File: src/rtl/h2s_pkg.sv
package h2s_pkg;
  typedef enum logic [2:0] {
    CLS_ZERO = 3'd0,
    CLS_SUB  = 3'd1,
    CLS_NORM = 3'd2,
    CLS_INF  = 3'd3,
    CLS_NAN  = 3'd4
  } val_class_e;
endpackage

File: src/rtl/h2s_classify.sv
module h2s_classify
  import h2s_pkg::*;
#(
  parameter int HE = 5,
  parameter int HF = 10
) (
  input  logic [HE-1:0] exp_i,
  input  logic [HF-1:0] frac_i,
  input  logic          alt_i,
  output val_class_e    cls_o,
  output logic          snan_o
);
  logic exp_zero, exp_top, frac_zero;

  assign exp_zero  = (exp_i == '0);
  assign exp_top   = (exp_i == '1);
  assign frac_zero = (frac_i == '0);

  always_comb begin
    if (exp_zero)
      cls_o = frac_zero ? CLS_ZERO : CLS_SUB;
    else if (exp_top && !alt_i)
      cls_o = frac_zero ? CLS_INF : CLS_NAN;
    else
      cls_o = CLS_NORM;
  end

  // quiet bit is the fraction MSB; clear with nonzero payload means signalling
  assign snan_o = (cls_o == CLS_NAN) && !frac_i[HF-1];
endmodule

File: src/rtl/h2s_lzc.sv
module h2s_lzc #(
  parameter int W  = 10,
  localparam int LW = $clog2(W + 1)
) (
  input  logic [W-1:0]  vec_i,
  output logic [LW-1:0] cnt_o
);
  always_comb begin
    logic hit;
    hit   = 1'b0;
    cnt_o = LW'(W);
    for (int i = W - 1; i >= 0; i--) begin
      if (!hit && vec_i[i]) begin
        hit   = 1'b1;
        cnt_o = LW'(W - 1 - i);
      end
    end
  end
endmodule

File: src/rtl/h2s_pack.sv
module h2s_pack
  import h2s_pkg::*;
#(
  parameter int HE = 5,
  parameter int HF = 10,
  parameter int SE = 8,
  parameter int SF = 23,
  localparam int LW = $clog2(HF + 1),
  localparam int SW = 1 + SE + SF,
  localparam int PAD = SF - HF,
  localparam int BIAS_GAP = (1 << (SE - 1)) - (1 << (HE - 1))
) (
  input  val_class_e    cls_i,
  input  logic          sign_i,
  input  logic [HE-1:0] exp_i,
  input  logic [HF-1:0] frac_i,
  input  logic [LW-1:0] lz_i,
  input  logic          dn_i,
  output logic [SW-1:0] word_o
);
  localparam logic [SE-1:0] GAP_V   = SE'(BIAS_GAP);
  localparam logic [SW-1:0] DEF_NAN = {1'b0, {SE{1'b1}}, 1'b1, {(SF - 1){1'b0}}};

  logic [HF:0]   sub_shift;
  logic [SE-1:0] norm_exp, sub_exp;

  assign norm_exp  = SE'(exp_i) + GAP_V;
  assign sub_exp   = GAP_V - SE'(lz_i);
  assign sub_shift = ({1'b0, frac_i} << lz_i) << 1;

  always_comb begin
    unique case (cls_i)
      CLS_ZERO: word_o = {sign_i, {(SW - 1){1'b0}}};
      CLS_SUB:  word_o = {sign_i, sub_exp, sub_shift[HF-1:0], {PAD{1'b0}}};
      CLS_INF:  word_o = {sign_i, {SE{1'b1}}, {SF{1'b0}}};
      CLS_NAN:  word_o = dn_i ? DEF_NAN
                              : {sign_i, {SE{1'b1}}, 1'b1, frac_i[HF-2:0], {PAD{1'b0}}};
      default:  word_o = {sign_i, norm_exp, frac_i, {PAD{1'b0}}};
    endcase
  end
endmodule

File: src/rtl/h2s_widen.sv
module h2s_widen
  import h2s_pkg::*;
#(
  parameter int HE = 5,
  parameter int HF = 10,
  parameter int SE = 8,
  parameter int SF = 23,
  localparam int HW = 1 + HE + HF,
  localparam int SW = 1 + SE + SF,
  localparam int LW = $clog2(HF + 1)
) (
  input  logic          clk,
  input  logic          rst,
  input  logic          in_valid,
  input  logic [HW-1:0] in_half,
  input  logic          alt_mode,
  input  logic          dn_mode,
  output logic          out_valid,
  output logic [SW-1:0] out_single,
  output logic          out_invalid
);
  localparam logic [SW-1:0] DEF_NAN = {1'b0, {SE{1'b1}}, 1'b1, {(SF - 1){1'b0}}};

  logic          h_sign;
  logic [HE-1:0] h_exp;
  logic [HF-1:0] h_frac;
  val_class_e    cls;
  logic          snan;
  logic [LW-1:0] lz;
  logic [SW-1:0] word;

  assign h_sign = in_half[HW-1];
  assign h_exp  = in_half[HW-2 -: HE];
  assign h_frac = in_half[HF-1:0];

  h2s_classify #(.HE(HE), .HF(HF)) i_classify (
    .exp_i (h_exp), .frac_i(h_frac), .alt_i(alt_mode),
    .cls_o (cls),   .snan_o(snan)
  );

  h2s_lzc #(.W(HF)) i_lzc (.vec_i(h_frac), .cnt_o(lz));

  h2s_pack #(.HE(HE), .HF(HF), .SE(SE), .SF(SF)) i_pack (
    .cls_i (cls),   .sign_i(h_sign), .exp_i(h_exp), .frac_i(h_frac),
    .lz_i  (lz),    .dn_i  (dn_mode), .word_o(word)
  );

  always_ff @(posedge clk) begin
    if (rst) begin
      out_valid   <= 1'b0;
      out_single  <= '0;
      out_invalid <= 1'b0;
    end else begin
      out_valid   <= in_valid;
      out_invalid <= in_valid && snan;
      if (in_valid) out_single <= word;
    end
  end

  AST_VALID_FOLLOWS: assert property (@(posedge clk) disable iff (rst)
    in_valid |=> out_valid);
  AST_IDLE_FOLLOWS: assert property (@(posedge clk) disable iff (rst)
    !in_valid |=> (!out_valid && $stable(out_single)));
  AST_INVALID_IS_NAN: assert property (@(posedge clk) disable iff (rst)
    out_invalid |-> (out_valid && out_single[SW-2 -: SE] == '1 && out_single[SF-1]));
  AST_ALT_NO_INVALID: assert property (@(posedge clk) disable iff (rst)
    (in_valid && alt_mode) |=> !out_invalid);
  AST_DEFAULT_NAN: assert property (@(posedge clk) disable iff (rst)
    (in_valid && dn_mode && !alt_mode && h_exp == '1 && h_frac != '0) |=> (out_single == DEF_NAN));
endmodule

File: config.mk
export PLATFORM = sky130hd
export DESIGN_NAME = h2s_widen
export DESIGN_NICKNAME = d
export VERILOG_FILES = /design/src/rtl/h2s_pkg.sv /design/src/rtl/h2s_classify.sv /design/src/rtl/h2s_lzc.sv /design/src/rtl/h2s_pack.sv /design/src/rtl/h2s_widen.sv
export SDC_FILE = /design/constraint.sdc
export NUM_CORES = 1
export LEC_CHECK = 0
export ABC_AREA = 1
export CAP_MARGIN = 20
export CORE_MARGIN = 2
export CORE_UTILIZATION = 51
export CTS_CLUSTER_DIAMETER = 60
export DETAILED_ROUTE_END_ITERATION = 8
export PLACE_DENSITY = 0.89
export RECOVER_POWER = 100
export SETUP_SLACK_MARGIN = 0.1
export SYNTH_ARGS = -nofsm -noshare
export SYNTH_HDL_FRONTEND = slang
export SYNTH_HIERARCHICAL = 1
export SYNTH_SLANG_ARGS = --single-unit
File: constraint.sdc
create_clock -name clk -period 2.35 [get_ports clk]
set_input_delay 0.3525 -clock clk [delete_from_list [all_inputs] [get_ports clk]]
set_output_delay 0.3525 -clock clk [all_outputs]
set_load 0.01 [all_outputs]
* Yosys cells after proc, flatten, opt, wreduce, memory -nomap -nowiden
Cells that the tools add are included.
Cells by class: reduce and logical (&&, ||, !) cells 26, shifts and indexed selects 1, add/sub/neg operators 2, mux-type cells 25, equality and inequality tests 4
Operators by type and width (count):
- $pmux W32 S4 | 1
- $mux W4 | 10
- $mux W32 | 1
- $logic_and A1 B1 Y1 | 12
- $logic_not A1 Y1 | 11
- $logic_not A10 Y1 | 1
- $mux W1 | 10
- $shl A10 B4 Y9 | 1
- $mux W3 | 3
- $add A5 B7 Y8 const B | 1
- $sub A7 B4 Y8 const A | 1
- $eq A5 B5 Y1 const B | 1
- $logic_not A5 Y1 | 1
- $eq A3 B1 Y1 const B | 1
- $eq A3 B2 Y1 const B | 1
- $eq A3 B3 Y1 const B | 1
- $logic_not A3 Y1 | 1
Word-level totals: output and inout bits 34, word-level logic and storage cells 61, bits in registers 34, input bits 21

* Longest topological paths before layout
Gate-level depths: netlist (run 1).
depth after elaboration 30, mapped depth 16, depth with buffers taken out 16

* Modules after synthesis
The synthesis (run 1) kept the hierarchy.
Modules (own cells, without submodules):
- h2s_widen | area each 1366.3 µm², instances 1, sequential area each 680.7 µm², cells an instance 209
- h2s_pack | area each 723.2 µm², instances 1, sequential area each 0.0 µm², cells an instance 139
- h2s_lzc | area each 140.1 µm², instances 1, sequential area each 0.0 µm², cells an instance 25
- h2s_classify | area each 111.4 µm², instances 1, sequential area each 0.0 µm², cells an instance 25

* Worst setup path after synthesis (run 1)
No wires, ideal clock.
path type in2reg, from input port in_half[8], to register out_single[25], data arrival time 1725 ps, library setup time 64 ps, data required time 2286 ps, stages 14, setup slack 561 ps, buffers on the path 0, cells stage by stage nor2_2 -> nand3_2 -> nor2_4 -> nand4_2 -> nand3_1 -> inv_2 -> ha_1 -> a21oi_1 -> o21ai_1 -> nand3_1 -> inv_1 -> nand2_1 -> nand2_1 -> nor2_1
Between the ends: longest elaborated chain between the ends 28, elaborated cells on any way between the ends 45, classes of those cells add/sub: 1; eq/ne: 3; mux: 22; reduce/logical: 19
Ends and longest elaborated chain:
- from (decl) | RTL line h2s_widen.sv:15 | input logic [HW-1:0] in_half,
- $logic_and A1 B1 Y1 * | RTL line h2s_lzc.sv:13 | if (!hit && vec_i[i]) begin
- $mux W1 | RTL line h2s_lzc.sv:13
- $logic_not A1 Y1 | RTL line h2s_lzc.sv:13
- $logic_and A1 B1 Y1 | RTL line h2s_lzc.sv:13
- $mux W1 | RTL line h2s_lzc.sv:13
- $logic_not A1 Y1 | RTL line h2s_lzc.sv:13
- $logic_and A1 B1 Y1 | RTL line h2s_lzc.sv:13
- $mux W1 | RTL line h2s_lzc.sv:13
- [... 14 more ...]
- $mux W1 | RTL line h2s_lzc.sv:13
- $logic_not A1 Y1 | RTL line h2s_lzc.sv:13
- $logic_and A1 B1 Y1 | RTL line h2s_lzc.sv:13
- $mux W4 * | RTL line h2s_lzc.sv:13
- via lz[0] | RTL line h2s_widen.sv:29 | logic [LW-1:0] lz;
- $sub A7 B4 Y8 * | RTL line h2s_pack.sv:28 | assign sub_exp = GAP_V - SE'(lz_i);
- $pmux W32 S4 * | RTL line h2s_pack.sv:32 | unique case (cls_i)
- via word[25] | RTL line h2s_widen.sv:30 | logic [SW-1:0] word;
- to (signal assigned) | RTL line h2s_widen.sv:56 | if (in_valid) out_single <= word;
- to (decl) | RTL line h2s_widen.sv:19 | output logic [SW-1:0] out_single,
Mark *: on every way through the listed nets, which the timed path passes. The rest lies on a longest branch. A chain may end at the register's enable or synchronous reset.

* Worst setup path after layout (run 1)
from input port in_half[2], to register out_single[20]
Between the ends: elaborated cells on any way between the ends 21, classes of those cells eq/ne: 3; shift: 1; mux: 10; reduce/logical: 7
RTL lines:
- $logic_not A10 Y1 * | RTL line h2s_classify.sv:17 | assign frac_zero = (frac_i == '0);
- $mux W3 | RTL line h2s_classify.sv:23 | cls_o = frac_zero ? CLS_INF : CLS_NAN;
- $mux W3 | RTL line h2s_classify.sv:22 | else if (exp_top && !alt_i)
- $mux W3 * | RTL line h2s_classify.sv:20 | if (exp_zero)
- via cls[0] | RTL line h2s_widen.sv:27 | val_class_e cls;
- $eq A3 B3 Y1, or another cell as far along | RTL line h2s_pack.sv:32
- $pmux W32 S4 * | RTL line h2s_pack.sv:32
- via word[20] | RTL line h2s_widen.sv:30
Marks and branches as above.

==> results of run 1 <==
-- cell families (layout without fill, tap and decap cells) --
group                      count (synthesis)  after routing  synth area share (%)
AOI/OAI and AO/OA                         27             27                  7.59
adders and majority gates                  1              1                 0.534
buffers and inverters                     87            148                  18.1
DFF                                       34             34                  29.1
other                                      1             13                 0.160
and+or+nand+nor                          248            248                  44.5
-- worst paths after layout --
check / startpoint / cells after the start / slack, ps / to
setup / recovery: in_half[2] / 14 / 170 / out_single[20]
hold / removal: out_single[17] / 2 / 470 / out_single[17]
setup reg to reg: out_single[18] / 2 / 1730 / out_single[18]
hold reg to reg: out_single[17] / 2 / 470 / out_single[17]
-- routing by layer --
layer	vias up	track usage, %
met4	0	9.43
met3	13	4.08
met1	1085	26.9
li1	1316	-
met5	-	0
met2	82	40.0
-- sequential cells by signal, indices dropped and copies added (netlist names) --
signal       cells
out_valid        1
out_single      32
out_invalid      1
-- power by group through the flow --
| stage | clock network [mW] | logic, mW | registers (mW) |
|---|---|---|---|
| finish | 0.516 | 0.384 | 0.635 |
| global route | 0.544 | 0.431 | 0.640 |
| CTS | 0.525 | 0.389 | 0.637 |
| detailed placement | 0 | 0.388 | 0.650 |
| global placement | 0 | 0.379 | 0.648 |
| floorplan | 0 | 0.212 | 0.667 |
-- cell type report --
cell class	instances	area share (%)
multi-input cells	289	42.1
repair buffers	80	23.9
flip-flops and latches	34	21.4
inverters	60	7.10
clock buffers	7	2.40
well taps	52	2.05
clock inverters	1	0.946
-- worst reg2reg max path, stage by stage (launching register included) --
cell and delay (ps):
dfxtp_1 350, nor2_1 50, nor2_1 150
-- cells in the final DEF, fill, tap and decap left out, types with 2 or more instances in the layout --
cell type,count
nand2_1,115
nor2_1,83
inv_1,50
dfxtp_1,34
dlygate4sd3_1,34
buf_4,22
nand3_1,18
conb_1,13
inv_2,10
dlymetal6s2s_1,10
o21ai_1,9
clkdlybuf4s50_1,9
nand2_2,7
clkbuf_8,5
nor2_2,5
nand3_2,5
o21ai_0,5
nor2_4,5
clkbuf_1,3
nand4_1,3
o211ai_1,2
o21ai_4,2
a21oi_1,2
a21oi_2,2
buf_6,2
-- repair_timing --
action,4_1_cts,5_1_grt
setup endpoints to repair,0,18
hold buffers,0,0
resized for setup,0,27
hold endpoints to repair,0,0
buffers inserted,0,2
-- per-stage QoR --
step / std cells / hold slack, ps / cell area (µm²) / worst slack (ps) / util (%)
2_1_floorplan: 410 / 424 / 2390 / 561 / -
3_3_place_gp: 513 / 456 / 2980 / -59.2 / 68.0
3_5_place_dp: 513 / 464 / 2980 / -135 / 68.0
4_1_cts: 521 / 473 / 3090 / 167 / 70.4
5_1_grt: 523 / 499 / 3170 / 13.2 / 72.4
6_report: 523 / 466 / 3170 / 172 / 72.4
==> impl_results.md, run 1 <==
- Status: complete, no violations
- N_diodes: 0
- Sequential power share: approximately 41%
- Post-DR wirelength/cell: about 11 µm
- Sequential-to-total area share from yosys stat: roughly 29%
- Worst Path Arrival: roughly 2400 ps
- Clk sinks: 34
- Total Routed Length: 5750 µm
- Top cell type's share of synthesized area: 29.1%
- Top cells by area, synth: dfxtp_1 (29%), nand2_1 (19%), nor2_1 (14%), inv_1 (8.0%), buf_4 (5.8%)
- Setup_tns: 0 ps
- CP top delay family: simple AND/OR/NAND/NOR gates
- Largest net degree at the start of global routing: 36
- Met2 wire len: approximately 3000 µm
- Routed vias/inst: 4.77
- Antenna-violating nets left: 0
- Min-Delay Path Class: reg2reg
- RePlAce Congestion: between 0.9 and 1
- H-tree depth: 2
- Layout cells sized above 1: about 15%
- Share of power burned in the clock network: roughly a third
- CTS tree: built
- Syn avg cell area: between 5 and 6 µm²
- Die area: just over 0.005 mm²
- Worst Path Buf+Inv: 3
- Via count: 2496
- P&R area growth vs syn: 35.6%
- Max-slew violations: 0
- VDD IR-drop max: 274 µV
- DRC viols: 0
- Top routing layer in use: met4
- Startpoint types: input pin
- Multi-input gate area: around 0.0013 mm²
- Ports: 55
- Grt ovf: 0
- Initial Util: between 50% and 60%
- Fmax: 0.459 GHz
- Worst slew pin tran: between 1000 and 1500 ps
- RSZ-0062 raised after global routing: false
- Setup Crit Path Kind: in2reg
- Yosys reg bits: 34
- Crit path capture type: register
- Post-synth EDFFs: 0
- GRT Total Usage: a little under a quarter
- Largest stage delay, worst path: around 430 ps
- Critical path cell sequence: clkdlybuf4s50_1, nor2_1, nand2_2, o21ai_0, nand2_2, nor2_2, nand2_2, o21ai_4, inv_2, o22ai_2, inv_1, nand2_1, nand2_1, nor2_1
- Critical Path Slowest Stage Cell: clkdlybuf4s50_1
- Ys async rst share: 0%
- Largest area contributor in the netlist: dfxtp_1
- Post-Syn Instances: roughly 400
- Vias in the first global route: approximately 2300
- WL met1: ~2400 µm
- Source-to-sink clock delay at the later pin of the worst-skew pair: ~280 ps
- Ys Warns: 6
- Final #Nets: 492
- DRT iter0 DRCs: 107
- HPWL Detailed: 4170 µm
- Crit path required time: between 2000 and 3000 ps
- Clk root buf: clkbuf_8
- Max-Cap Viols: 0
- Die X-Extent: roughly 72 µm
- Top cells by count, synth: nand2_1 (118), nor2_1 (86), inv_1 (50)
- Final Hold Fails: 0
- Met3 wire length: between 300 and 400 µm
- CP most frequent cell: nand2_2
- Die height: approximately 72 µm
- Synth unique cells: 33
- Post-synthesis instance area: roughly 0.0023 mm²
- # rows: 24
- # port buffers: 54
- Switching pwr: 426 µW
- Clock Skew: 0 ps
- Min Tclk post-route: between 2000 and 2500 ps
- Worst-path clk slew: about 60 ps
- Layout fillers: between 300 and 400
- Longest Clk Path Bufs: 2
- First-pass GRT wire length: 9480 µm
- Total CTS buffers: 5
- Leak: 1.74 nW
- Pwr Total: roughly 1.5 mW
- Finish-stage setup viols: 0
- Register area: just under 700 µm²
- Primary FF master, synth: dfxtp_1
- Core box area: between 0.004 and 0.005 mm²
- Cell Int Power: 1.11 mW
- Sw frac: roughly 28%
- Count leader, synth: nand2_1
- Critical-path maximum fanout: 7
- Logic pwr share: between 20% and 30%
- Final Cycle Share: between 90 and 100%
- Initial antenna violation count: 0
- Initial DRT Pass Iterations: 4
- Slew headroom: between 10% and 20%
- Power density over the cells: a little under 500 mW/mm²
Note: power is estimated with default switching activity, not from simulation.
==> run 2: changes to the inputs <==
CAP_MARGIN = 15   (was 20)
clock period = 2.45 ns   (was 2.35 ns; I/O delays follow)
==> impl_results.md, run 2 (synthesis results as in run 1) <==
- Status: complete, no violations
- Crit path capture type: register
- Sw frac: 26.8% (-0.95 points)
- Post-DR wirelength/cell: 10.7 µm (-2.8%)
- # port buffers: 54 (unchanged)
- Clk sinks: 34 (unchanged)
- Die area: 0.00515 mm² (unchanged)
- Hold slack final: 469 ps (+3.22 ps)
- Finish-stage setup viols: 0 (unchanged)
- Via count: 2477 (-0.76%)
- Initial antenna violation count: 0 (unchanged)
- Final #Nets: 488 (-0.81%)
- Crit path required time: 2680 ps (+110 ps)
- Worst slew pin tran: 1150 ps (-74.9 ps)
- Logic pwr share: 22.8% (-2.2 points)
- Initial DRT Pass Iterations: 4 (unchanged)
- N_diodes: 0 (unchanged)
- Hold Buf Count CTS: 0 (unchanged)
- VDD IR-drop max: 245 µV (-11%)
- Total Routed Length: 5540 µm (-3.6%)
- GRT Total Usage: 23.1% (+0.48 points)
- Antenna-violating nets left: 0 (unchanged)
- Final setup margin: 225 ps (+53.1 ps)
- Ports: 55 (unchanged)
- Min Tclk post-route: about 2200 ps
- Fmax: 0.449 GHz
- Most common cell after layout, fill and taps aside: nand2_1
- First-pass GRT wire length: 9600 µm (+1.2%)
- Cell area after placement: 0.00292 mm² (-1.9%)
- # rows: 24 (unchanged)
- Top reg by flops: out_single
- Critical-path maximum fanout: 7 (unchanged)
- HPWL Detailed: 4140 µm (-0.82%)
- Largest register FFs: 32 (unchanged)
- Sequential power share: 38.3% (-3.1 points)
- Source-to-sink clock delay at the later pin of the worst-skew pair: 290 ps (about the same)
- DRT iter0 DRCs: 158 (+48%)
- RePlAce Congestion: 0.919 (-1.1%)
- Leak: 1.73 nW (-0.37%)
- Switching pwr: 427 µW (about the same)
- Worst Path Arrival: 2460 ps (+60 ps)
- Biggest regs: out_single x32, out_invalid x1, out_valid x1
- Startpoint types: input pin
- Max-slew violations: 0 (unchanged)
- H-tree depth: 2 (unchanged)
- Total CTS buffers: 5 (unchanged)
- Finished Cell Area: 0.00315 mm² (-0.79%)
- P&R area growth vs syn: 34.5%
- Max-Cap Viols: 0 (unchanged)
- Clock Skew: 0 ps (unchanged)
- Core box area: 0.00438 mm² (unchanged)
- Die height: 71.8 µm (unchanged)
- Met3 wire length: 364 µm (+17%)
- Setup Crit Path Kind: in2reg
- Commonest cells after routing, fill and taps aside: nand2_1 (116), nor2_1 (83), inv_1 (51), dfxtp_1 (34), dlygate4sd3_1 (34)
- Layout cells sized above 1: 14.3% (-0.94 points)
- Initial Util: 53.4% (unchanged)
- RSZ-0062 raised after global routing: false
- Worst-path clk slew: 70 ps (about the same)
- Die X-Extent: 71.8 µm (unchanged)
- Met2 wire len: 2660 µm (-8.7%)
- Pre-CTS WS: -111 ps (+24.4 ps)
- CTS tree: built
- Final Hold Fails: 0 (unchanged)
- Clk root buf: clkbuf_8
- Power density over the cells: 505 mW/mm² (+4.5%)
- Final Cycle Share: approximately 90%
- Share of power burned in the clock network: 39.0% (+5.4 points)
- Cell Int Power: 1.16 mW (+5.0%)
- Grt ovf: 0 (unchanged)
- Longest Clk Path Bufs: 2 (unchanged)
- Top routing layer in use: met4
- Vias in the first global route: 2268 (-2.4%)
- Min-Delay Path Class: reg2reg
- Routed vias/inst: 4.77 (about the same)
- WL met1: 2390 µm (+0.21%)
- Slew headroom: 23.1% (+5.0 points)
- DRC viols: 0 (unchanged)
- Largest net degree at the start of global routing: 67 (+86%)
## run 2: cell count changes in the layout (fill, tap and decap cells not counted), sizes merged
cell | before | now
bufinv | 1 | 2
clkbuf | 10 | 6
buf | 24 | 22
clkinv | 0 | 1
## run 2: layout make-up
| type | count | area [µm²] |
|---|---|---|
| flip-flops and latches | 34 | 681 |
| multi-input cells | 289 | 1310 |
| clock buffers | 5 | 68.8 |
| repair buffers | 76 | 727 |
| fillers | 372 | 1230 |
| well taps | 52 | 65.1 |
| clock inverters | 3 | 68.8 |
| inverters | 60 | 225 |
## run 2: layer usage
| metal | track usage (%) | vias up |
|---|---|---|
| met4 | 7.34 | 0 |
| met5 | 0 | - |
| li1 | - | 1309 |
| met3 | 4.08 | 13 |
| met1 | 28.4 | 1071 |
| met2 | 40.9 | 84 |
## run 2: worst max-delay path, stage by stage
cell             delay (ps)
clkdlybuf4s50_1         500
nand2_1                  50
nand3b_1                200
nor2_1                  220
nor2_2                   80
nor2_1                  180
nand2_2                 120
o21ai_4                 270
inv_2                    80
o22ai_2                 140
inv_1                    50
nand2_1                  50
nand2_1                  70
nor2_1                   70
## run 2: path summary, 6_finish.rpt
| path | startpoint | slack, ps | depth (start not counted) | end |
|---|---|---|---|---|
| worst min-delay path | out_single[17] | 470 | 2 | out_single[17] |
| worst max register to register | out_single[31] | 1850 | 2 | out_single[31] |
| worst max-delay path | in_half[13] | 220 | 14 | out_single[20] |
| worst min register to register | out_single[17] | 470 | 2 | out_single[17] |
## run 2: timing repair
| item | in CTS | in global routing |
|---|---|---|
| resized for setup | 0 | 23 |
| hold endpoints to repair | 0 | 0 |
| buffers inserted | 0 | 4 |
| endpoints found under the setup margin | 0 | 18 |
## run 2: metrics by stage
stage	TNS, ps	utilization, %	total power [mW]	instances
floorplan	0	-	0.843	410
detailed placement	-636	66.7	0.989	507
CTS	0	69.8	1.61	515
finish	0	71.8	1.59	519
global route	0	71.8	1.67	519
global placement	0	66.7	0.981	507
## run 2: power by group through the flow
stage                     clock network (mW)  logic [mW]  registers [mW]
final                                  0.620       0.362           0.609
after global routing                   0.651       0.408           0.614
after CTS                              0.634       0.368           0.611
after detailed placement                   0       0.366           0.623
after global placement                     0       0.359           0.621
after floorplan                            0       0.203           0.640
==> run 3: changes to the inputs <==
REMOVE_ABC_BUFFERS = 1   (was not set)
==> impl_results.md, run 3 (synthesis results as in run 1) <==
- Status: complete, no violations
- Commonest cells after routing, fill and taps aside: nand2_1 (117), nor2_1 (85), inv_1 (52), dfxtp_1 (34), dlygate4sd3_1 (34)
- Register area: 681 µm² (unchanged)
- Multi-input gate area: 0.00132 mm² (+0.48%)
- Initial DRT Pass Iterations: 4 (unchanged)
- Total Routed Length: 5120 µm (-7.6%)
- GRT Total Usage: 21.2% (-2.0 points)
- Layout fillers: 404 (+8.6%)
- Longest Clk Path Bufs: 2 (unchanged)
- Worst slew pin tran: 1170 ps (+12.1 ps)
- # rows: 24 (unchanged)
- Max-Cap Viols: 0 (unchanged)
- Worst Path Buf+Inv: 3 (unchanged)
- CP top delay family: simple AND/OR/NAND/NOR gates
- Final setup margin: 243 ps (+18.2 ps)
- Initial Util: 53.4% (unchanged)
- Largest register FFs: 32 (unchanged)
- RePlAce Congestion: 0.955 (+4.0%)
- RSZ-0062 raised after global routing: false
- Leak: 1.65 nW (-4.5%)
- Antenna-violating nets left: 0 (unchanged)
- Min Tclk post-route: 2210 ps (-18.2 ps)
- Worst-path clk slew: 70 ps (about the same)
- Grt ovf: 0 (unchanged)
- Die X-Extent: 71.8 µm (unchanged)
- Total CTS buffers: 5 (unchanged)
- Hold Buf Count CTS: 0 (unchanged)
- Worst Path Arrival: 2420 ps (-40 ps)
- Crit path required time: 2660 ps (-20 ps)
- First-pass GRT wire length: 8870 µm (-7.6%)
- HPWL Detailed: 3970 µm (-3.9%)
- Final #Nets: 484 (-0.82%)
- N_diodes: 0 (unchanged)
- Startpoint types: input pin
- Max-slew violations: 0 (unchanged)
- Pre-CTS WS: -75.9 ps (+35.1 ps)
- Layout cells sized above 1: 12.8% (-1.6 points)
- DRC viols: 0 (unchanged)
- Finish-stage setup viols: 0 (unchanged)
- DRT iter0 DRCs: 93 (-41%)
- Critical path cell sequence: clkdlybuf4s50_1, nor2_1, nand3_2, o21ai_1, nand2_2, nor2_1, nand2_1, o21ai_4, inv_2, o22ai_2, inv_1, nand2_1, nand2_1, nor2_1
- CTS tree: built
- Critical-path maximum fanout: 7 (unchanged)
- Final Hold Fails: 0 (unchanged)
- H-tree depth: 2 (unchanged)
- Clock Skew: 0 ps (unchanged)
- Routed vias/inst: 4.60 (-3.6%)
- Power density over the cells: 480 mW/mm² (-5.0%)
- Clk sinks: 34 (unchanged)
- Critical Path Slowest Stage Cell: clkdlybuf4s50_1
- Setup Crit Path Kind: in2reg
- Min-Delay Path Class: reg2reg
- Source-to-sink clock delay at the later pin of the worst-skew pair: 270 ps (-20 ps)
- Most common cell after layout, fill and taps aside: nand2_1
- Largest stage delay, worst path: 460 ps (-40 ps)
- Via count: 2364 (-4.6%)
- Die area: 0.00515 mm² (unchanged)
- Crit path capture type: register
- Largest net degree at the start of global routing: 67 (unchanged)
- Post-Place Cells: 507 (unchanged)
- Core box area: 0.00438 mm² (unchanged)
- Fmax: 0.453 GHz (+0.82%)
- Top reg by flops: out_single
- Vias in the first global route: 2098 (-7.5%)
- Initial antenna violation count: 0 (unchanged)
- Final Non-Filler Cells: 514 (-0.96%)
- Post-DR wirelength/cell: 9.96 µm (-6.7%)
- Slew headroom: 22.3% (-0.80 points)
- VDD IR-drop max: 240 µV (-2.1%)
- P&R area growth vs syn: 31.6%
- Ports: 55 (unchanged)
- Die height: 71.8 µm (unchanged)
- # port buffers: 54 (unchanged)
- Clk root buf: clkbuf_8
- Biggest regs: out_single x32, out_invalid x1, out_valid x1
- Final Cycle Share: 90.1% (-0.74 points)
## run 3: cell count changes in the layout (fill, tap and decap cells not counted), moves of 2 or more
cell	before	now
nor2_4	4	6
nor2_2	6	2
clkdlybuf4s50_1	9	15
o21ai_1	11	9
nor2_1	83	85
buf_4	20	17
dlymetal6s2s_1	10	4
## run 3: worst reg2reg max path, delay by kind of cell (launching register included)
family	cells	cell delay [ps]
and+or+nand+nor	2	190
DFF	1	310
## run 3: final cells by class
cell class                      instances  share of cell area, %
Clock buffer                            6                   2.68
Clock inverter                          1                  0.974
Inverter                               60                   7.31
Multi-Input combinational cell        289                   42.8
Sequential cell                        34                   22.1
Tap cell                               52                   2.11
Timing Repair Buffer                   72                   22.0
## run 3: power breakdown
group / switching, mW / internal, mW / total [mW]
registers: 0.0173 / 0.591 / 0.609
clock network: 0.186 / 0.325 / 0.512
logic: 0.193 / 0.166 / 0.359
## run 3: metal layers
layer  global-route usage (%)  share of wire (%)  routed length [µm]
met4                     7.55               0.66                  34
met1                     26.2                 47                2380
met2                     37.7                 49                2500
met5                        0                  0                   0
met3                     2.67                3.9                 201
## run 3: stage by stage
stage          utilization (%)  instance area, µm²  power [mW]  setup TNS, ps  hold slack [ps]
2_1_floorplan                -                2190       0.802              0              439
3_3_place_gp              66.7                2920       0.985          -32.1              456
3_5_place_dp              66.7                2920       0.991           -498              463
4_1_cts                   69.2                3040        1.50              0              472
5_1_grt                   70.3                3080        1.57              0              489
6_report                  70.3                3080        1.48              0              467
## run 3: path summary, 6_finish.rpt
check	startpoint	to	slack, ps	depth (start not counted)
worst max register to register	out_single[29]	out_single[29]	1850	2
worst min-delay path	out_single[11]	out_single[11]	470	2
worst min register to register	out_single[11]	out_single[11]	470	2
worst max-delay path	in_half[5]	out_single[20]	240	14
## run 3: repair_timing
| action | 4_1_cts | 5_1_grt |
|---|---|---|
| endpoints found under the hold margin | 0 | 0 |
| resized for setup | 0 | 16 |
| buffers inserted | 0 | 0 |
| setup endpoints to repair | 0 | 14 |
